$ cat config.mk
export PLATFORM = sky130hd
export DESIGN_NAME = swfc_ctrl
export DESIGN_NICKNAME = d
export VERILOG_FILES = /design/src/rtl/swfc_pkg.sv /design/src/rtl/swfc_rx_scan.sv /design/src/rtl/swfc_tx_inject.sv /design/src/rtl/swfc_ctrl.sv
export SDC_FILE = /design/constraint.sdc
export NUM_CORES = 1
export LEC_CHECK = 0
export BUFFER_PORTS_ARGS = -buffer_cell sky130_fd_sc_hd__buf_2
export CORE_MARGIN = 2
export CORE_UTILIZATION = 42
export CTS_CLUSTER_DIAMETER = 100
export DETAILED_ROUTE_END_ITERATION = 10
export PLACE_DENSITY = 0.85
export REMOVE_ABC_BUFFERS = 1
export SLEW_MARGIN = 20
export SYNTH_ARGS = -nofsm -noshare
export SYNTH_HDL_FRONTEND = slang
export SYNTH_SLANG_ARGS = --single-unit
$ cat constraint.sdc
create_clock -name clk -period 5.5 [get_ports clk]
set_clock_uncertainty 0.1 [all_clocks]
set_input_delay 1.1 -clock clk [delete_from_list [all_inputs] [get_ports clk]]
set_output_delay 1.1 -clock clk [all_outputs]
set_load 0.01 [all_outputs]
$ cat src/rtl/swfc_pkg.sv
package swfc_pkg;
  typedef enum logic {PICK_ON = 1'b0, PICK_OFF = 1'b1} fc_pick_e;
endpackage

$ cat src/rtl/swfc_rx_scan.sv
module swfc_rx_scan #(
  parameter int DATA_W = 8
) (
  input  logic              clk,
  input  logic              rst,
  input  logic              en,
  input  logic              strip,
  input  logic [DATA_W-1:0] on_code,
  input  logic [DATA_W-1:0] off_code,
  input  logic              up_valid,
  output logic              up_ready,
  input  logic [DATA_W-1:0] up_data,
  output logic              dn_valid,
  input  logic              dn_ready,
  output logic [DATA_W-1:0] dn_data,
  input  logic              force_stop,
  input  logic              force_go,
  output logic              tx_hold,
  output logic              ev_on,
  output logic              ev_off
);
  logic hit_on, hit_off, drop, take;

  always_comb begin
    hit_on   = en && (up_data == on_code);
    hit_off  = en && (up_data == off_code);
    drop     = strip && (hit_on || hit_off);
    dn_valid = up_valid && !drop;
    dn_data  = up_data;
    up_ready = drop || dn_ready;
    take     = up_valid && up_ready;
  end

  always_ff @(posedge clk) begin
    if (rst || !en) begin
      tx_hold <= 1'b0;
      ev_on   <= 1'b0;
      ev_off  <= 1'b0;
    end else begin
      ev_on  <= take && hit_on;
      ev_off <= take && hit_off;
      if (force_stop)          tx_hold <= 1'b1;
      else if (force_go)       tx_hold <= 1'b0;
      else if (take && hit_off) tx_hold <= 1'b1;
      else if (take && hit_on)  tx_hold <= 1'b0;
    end
  end

  assert_force_stop_R8: assert property (@(posedge clk) disable iff (rst)
    (en && force_stop) |=> tx_hold);
  assert_force_go_R8: assert property (@(posedge clk) disable iff (rst)
    (en && force_go && !force_stop) |=> !tx_hold);
  assert_off_code_holds_R5: assert property (@(posedge clk) disable iff (rst)
    (en && !force_go && up_valid && up_ready && up_data == off_code) |=> tx_hold);
  assert_ev_single_R7: assert property (@(posedge clk) disable iff (rst)
    ev_off |=> !ev_off || $past(up_valid && up_ready));
  assert_dis_release_R1: assert property (@(posedge clk) disable iff (rst)
    !en |=> (!tx_hold && !ev_on && !ev_off));
  always_comb begin
    if (!rst && dn_valid && en && strip)
      assert_stripped_gone_R6: assert (dn_data != on_code && dn_data != off_code);
  end
endmodule

$ cat src/rtl/swfc_tx_inject.sv
module swfc_tx_inject
  import swfc_pkg::*;
#(
  parameter int DATA_W = 8,
  parameter int CNT_W  = 9
) (
  input  logic              clk,
  input  logic              rst,
  input  logic              en,
  input  logic [DATA_W-1:0] on_code,
  input  logic [DATA_W-1:0] off_code,
  input  logic [CNT_W-1:0]  off_level,
  input  logic [CNT_W-1:0]  on_level,
  input  logic [CNT_W-1:0]  fill,
  input  logic              send_on,
  input  logic              send_off,
  output logic              fc_valid,
  output logic [DATA_W-1:0] fc_char,
  input  logic              fc_grant
);
  logic     off_sent, pend_on, pend_off;
  logic     cross_hi, cross_lo, take_on, take_off;
  fc_pick_e pick;

  always_comb begin
    cross_hi = en && !off_sent && (fill > off_level);
    cross_lo = en && off_sent && (fill < on_level);
    pick     = pend_off ? PICK_OFF : PICK_ON;
    fc_valid = pend_on || pend_off;
    fc_char  = (pick == PICK_OFF) ? off_code : on_code;
    take_off = fc_grant && pend_off;
    take_on  = fc_grant && !pend_off && pend_on;
  end

  always_ff @(posedge clk) begin
    if (rst || !en) begin
      off_sent <= 1'b0;
      pend_on  <= 1'b0;
      pend_off <= 1'b0;
    end else begin
      if (cross_hi)      off_sent <= 1'b1;
      else if (cross_lo) off_sent <= 1'b0;
      pend_off <= (pend_off && !take_off && !cross_lo) || cross_hi || send_off;
      pend_on  <= (pend_on && !take_on && !cross_hi) || cross_lo || send_on;
    end
  end

  assert_req_held_R9: assert property (@(posedge clk) disable iff (rst)
    (en && fc_valid && !fc_grant) |=> fc_valid);
  assert_dis_quiet_R1: assert property (@(posedge clk) disable iff (rst)
    !en |=> !fc_valid);
  assert_no_resend_R4: assert property (@(posedge clk) disable iff (rst)
    (en && off_sent && !pend_off && !send_off) |=> !pend_off);
  assert_off_first_R9: assert property (@(posedge clk) disable iff (rst)
    (pend_on && pend_off) |-> fc_char == off_code);
endmodule

$ cat src/rtl/swfc_ctrl.sv
module swfc_ctrl #(
  parameter int DATA_W = 8,
  parameter int CNT_W  = 9
) (
  input  logic              clk,
  input  logic              rst,
  input  logic              fc_enable,
  input  logic              strip,
  input  logic [DATA_W-1:0] on_code,
  input  logic [DATA_W-1:0] off_code,
  input  logic [CNT_W-1:0]  off_level,
  input  logic [CNT_W-1:0]  on_level,
  input  logic [CNT_W-1:0]  fill,
  input  logic              up_valid,
  output logic              up_ready,
  input  logic [DATA_W-1:0] up_data,
  output logic              dn_valid,
  input  logic              dn_ready,
  output logic [DATA_W-1:0] dn_data,
  input  logic              force_stop,
  input  logic              force_go,
  input  logic              send_on,
  input  logic              send_off,
  output logic              fc_valid,
  output logic [DATA_W-1:0] fc_char,
  input  logic              fc_grant,
  output logic              tx_hold,
  output logic              ev_on,
  output logic              ev_off
);
  swfc_rx_scan #(.DATA_W(DATA_W)) u_scan (
    .clk(clk), .rst(rst), .en(fc_enable), .strip(strip),
    .on_code(on_code), .off_code(off_code),
    .up_valid(up_valid), .up_ready(up_ready), .up_data(up_data),
    .dn_valid(dn_valid), .dn_ready(dn_ready), .dn_data(dn_data),
    .force_stop(force_stop), .force_go(force_go),
    .tx_hold(tx_hold), .ev_on(ev_on), .ev_off(ev_off)
  );

  swfc_tx_inject #(.DATA_W(DATA_W), .CNT_W(CNT_W)) u_inject (
    .clk(clk), .rst(rst), .en(fc_enable),
    .on_code(on_code), .off_code(off_code),
    .off_level(off_level), .on_level(on_level), .fill(fill),
    .send_on(send_on), .send_off(send_off),
    .fc_valid(fc_valid), .fc_char(fc_char), .fc_grant(fc_grant)
  );

  assert_pass_R10: assert property (@(posedge clk) disable iff (rst)
    dn_valid |-> (up_valid && dn_data == up_data));
endmodule

==> flow_results.org <==
** Outcome
- The flow ran to the end, and the final reports show no timing, DRC or antenna violations.

** Cells and area
- Layout Utilization :: 0.6038
- 0 antenna diodes ended up in the layout.
- Design area :: around 1500 um2
- The finished layout holds approximately 240 standard cells, fillers aside.
- Growth of design area from synthesis to finish :: 39.45%
- Final Net Count :: roughly 290
- Share of final-layout standard cells stronger than drive strength 1 :: 0.4712

** Global routing
- Global-route usage over all layers :: 0.1760
- Number of antenna violations at the first check in global routing :: 0
- The first global-routing pass estimated 3760 um of wire.
- Remaining global-route overflow :: 0
- Maximum number of pins on one net before global-route repair :: 12
- Vias in the first global route :: 1042

** Floorplanning
- Number of ports placed on the die boundary :: 84
- Die ar. :: about 2900 um2
- Core area :: roughly 2400 um2
- Die height :: roughly 54 um
- Initial core utilization :: 0.4330
- Total number of placement rows :: 18
- Overall die width :: 53.85 um

** Clocking
- The clock passes through at most 2 buffers.
- H-tree depth :: 1
- Counting the buffers created by CTS gives 3.
- TritonCTS clock tree :: yes
- In this run the clock root is driven by a sky130_fd_sc_hd__clkbuf_4.
- In this run, post-CTS repair resized a total of 0 instances.
- Clock insertion delay at the later pin of the skew report :: ~0.24 ns
- Counting every sink on the clock net gives 6.
- Count of hold-fix buffers inserted at cts :: 0
- Clock-pin slew was measured on the worst setup and hold paths at 0.04 ns.
- The number of setup buffers added after CTS is 0.

** Timing
- Static timing analysis puts the maximum clock frequency at between 200 and 300 MHz.
- Summed over all failing endpoints, the final setup total negative slack is 0 ns.
- Unrepaired setup endpoints after global routing :: no
- Final setup violating endpoints :: 0
- Fin crit share :: 0.6411
- Pin slew with the least headroom to its limit :: roughly 0.44 ns
- The total count of hold-check failures in the final report came to 0.
- Hold_ws :: between 0.3 and 0.4 ns
- The max-slew violation count came to 0.
- Post-layout minimum cycle time :: ~3.5 ns
- Setup slack closes at between 1.5 and 2 ns.
- In this run the tightest slew margin relative to its limit is 0.7049.

** Synth
- Commonest cells post-synth :: 20 x sky130_fd_sc_hd__inv_1, 17 x sky130_fd_sc_hd__ha_1, 16 x sky130_fd_sc_hd__xor2_1
- Async set-or-reset flop fraction in the synthesized netlist :: 0
- Synth Flop Type :: sky130_fd_sc_hd__dfxtp_1
- Distinct cell type count after synthesis :: 32
- The synthesized netlist occupies a cell area of 1044 um2.
- Yosys top cell area share :: 0.2038
- In the post-synthesis netlist, the biggest area contributors are sky130_fd_sc_hd__ha_1 20%, sky130_fd_sc_hd__xor2_1 13%, sky130_fd_sc_hd__dfxtp_1 12%, sky130_fd_sc_hd__mux2_2 8.6%, sky130_fd_sc_hd__inv_1 7.2%.
- Most common cell in the netlist :: sky130_fd_sc_hd__inv_1
- After technology mapping, the gate count stands at 131.
- Register bit total from synthesis :: 6
- EDFF count, synth :: 0
- Portion of the post-synthesis area used by sequential elements :: 0.1151
- sky130_fd_sc_hd__ha_1 takes more of the synthesized area than any other cell.
- Averaged over all synthesized cells, the footprint is about 8 um2.
- Total number of yosys warnings :: 0

** Placement
- Summing all placed instances gives a cell area of around 1400 um2.
- Prior to clock tree synthesis, the placed netlist has a worst setup slack of 1.975 ns.
- The number of placed instances, taps included, is between 200 and 250.
- Half-perimeter wire length of the detailed placement result :: ~2300 um
- PortBufs :: 83
- Final GP Congestion :: 0.8081

** Min path
- Hold Path End :: u_inject.pend_on
- Worst hold stages :: 2
- The worst hold path begins at u_inject.pend_on.
- Type of the worst min-delay path :: reg2reg

** Detailed routing
- In the routed design, unresolved DRC markers number 0.
- Iter 0 DRT Violations :: 8
- Routed via count divided by cell count :: 4.895
- The detail route stage leaves a number of antenna-violating nets equal to 0.
- Pre-antenna DRT Iters :: 4
- After detailed routing, the average wire length per cell comes to between 10 and 15 um.
- The routed design has between 2000 and 3000 um of wire.
- The routed layout has 1165 vias.

** Pwr
- IR drop worst, VDD :: around 0.11 mV
- Of the total power, the share spent switching nets is 0.3417.
- Sequential share of power :: 0.264
- Of the total power, combinational logic draws 0.514.
- Overall power consumption after layout is estimated at 0.1788 mW.
- Internal power :: between 0.1 and 0.15 mW
- Power spread over the standard cell area amounts to ~120 nW/um2.
- The share of total power dissipated in the clock network is 0.222.
- Leakage power figure :: slightly above 0.8 nW
- For this design the total switching power over the nets is around 0.06 mW.

** Critical path
- Reg2reg start :: u_inject.off_sent
- The endpoint identified for the worst register-to-register timing path is u_inject.pend_on.
- STA classifies the critical path endpoint as an output port.
- Critical path launch point type :: input port
- The worst setup path is of the in2out kind.
- Largest fanout on the critical path :: 3
- The setup check on the worst reg-to-reg path leaves a slack of 4.31 ns.
- Worst reg-to-reg path cell count :: 2
- Req. time, crit path :: ~4.3 ns
- At the worst endpoint, the arrival time is ~2.3 ns.

** Run
- Max-cap viol count :: 0
-- flip-flops by register name (all words and copies together), names as in the netlist --
name / count
u_inject.off_sent: 1
u_inject.pend_off: 1
u_inject.pend_on: 1
u_scan.ev_off: 1
u_scan.ev_on: 1
u_scan.tx_hold: 1
-- layout make-up --
cell class	instances	area (um2)
Clock buffer	3	22.52
Inverter	20	75.07
Fill cell	227	954.7
Timing Repair Buffer	83	415.4
Tap cell	30	37.54
Multi-Input combinational cell	96	784.5
Sequential cell	6	120.1
-- layer usage --
metal	wire length (um)	GRT usage	vias up
met5	0	0	-
met4	13	0.03846	0
li1	-	-	609
met2	1283	0.3496	57
met1	947	0.1803	497
met3	260	0.04444	2
-- cells in the final DEF, fill, tap and decap left out, types with 2 or more instances in the layout --
cell type and count:
sky130_fd_sc_hd__nand3_1 3, sky130_fd_sc_hd__a21oi_1 7, sky130_fd_sc_hd__nand2b_1 4, sky130_fd_sc_hd__buf_2 83
sky130_fd_sc_hd__inv_1 20, sky130_fd_sc_hd__clkbuf_4 3, sky130_fd_sc_hd__nor4_1 4, sky130_fd_sc_hd__a31oi_1 2
sky130_fd_sc_hd__nand4_1 2, sky130_fd_sc_hd__dfxtp_1 6, sky130_fd_sc_hd__o211ai_1 2, sky130_fd_sc_hd__ha_1 17
sky130_fd_sc_hd__nor3_1 2, sky130_fd_sc_hd__o21ai_0 3, sky130_fd_sc_hd__xor2_1 16, sky130_fd_sc_hd__mux2_2 8
sky130_fd_sc_hd__or2_2 2, sky130_fd_sc_hd__nor2_1 4, sky130_fd_sc_hd__nand2_1 6, sky130_fd_sc_hd__o31a_1 2
-- cell families after synthesis --
group | after synthesis | share of synthesized area
and+or+nand+nor | 30 | 0.1499
DFF | 6 | 0.1151
adders and majority gates | 17 | 0.2038
xor gates and xnor gates | 16 | 0.1343
buffers and inverters | 29 | 0.1331
AOI/OAI and AO/OA | 25 | 0.1775
muxes | 8 | 0.08633
-- critical path, cell delays in order --
cell                      delay (ns)
sky130_fd_sc_hd__buf_2          0.12
sky130_fd_sc_hd__xor2_1         0.15
sky130_fd_sc_hd__nor4_1         0.37
sky130_fd_sc_hd__nand2_1        0.15
sky130_fd_sc_hd__a21oi_1        0.19
sky130_fd_sc_hd__or2_2          0.13
sky130_fd_sc_hd__buf_2          0.11
-- power groups by stage --
stage	Sequential (mW)	Combinational, mW	Clock (mW)
final	0.0472	0.0919	0.0397
after global routing	0.0476	0.103	0.0445
after CTS	0.0472	0.0934	0.0403
after detailed placement	0.0480	0.0930	0
after global placement	0.0480	0.0913	0
after floorplan	0.0475	0.0471	0
-- worst max path at each step --
stage	startpoint	to	cells past startpoint
floorplan	on_code[3]	up_ready	5
global placement	up_data[4]	up_ready	7
detailed placement	up_data[4]	up_ready	7
CTS	up_data[4]	up_ready	7
global route	up_data[4]	up_ready	7
finish	up_data[4]	up_ready	7
Note: power is estimated with default switching activity, not from simulation.
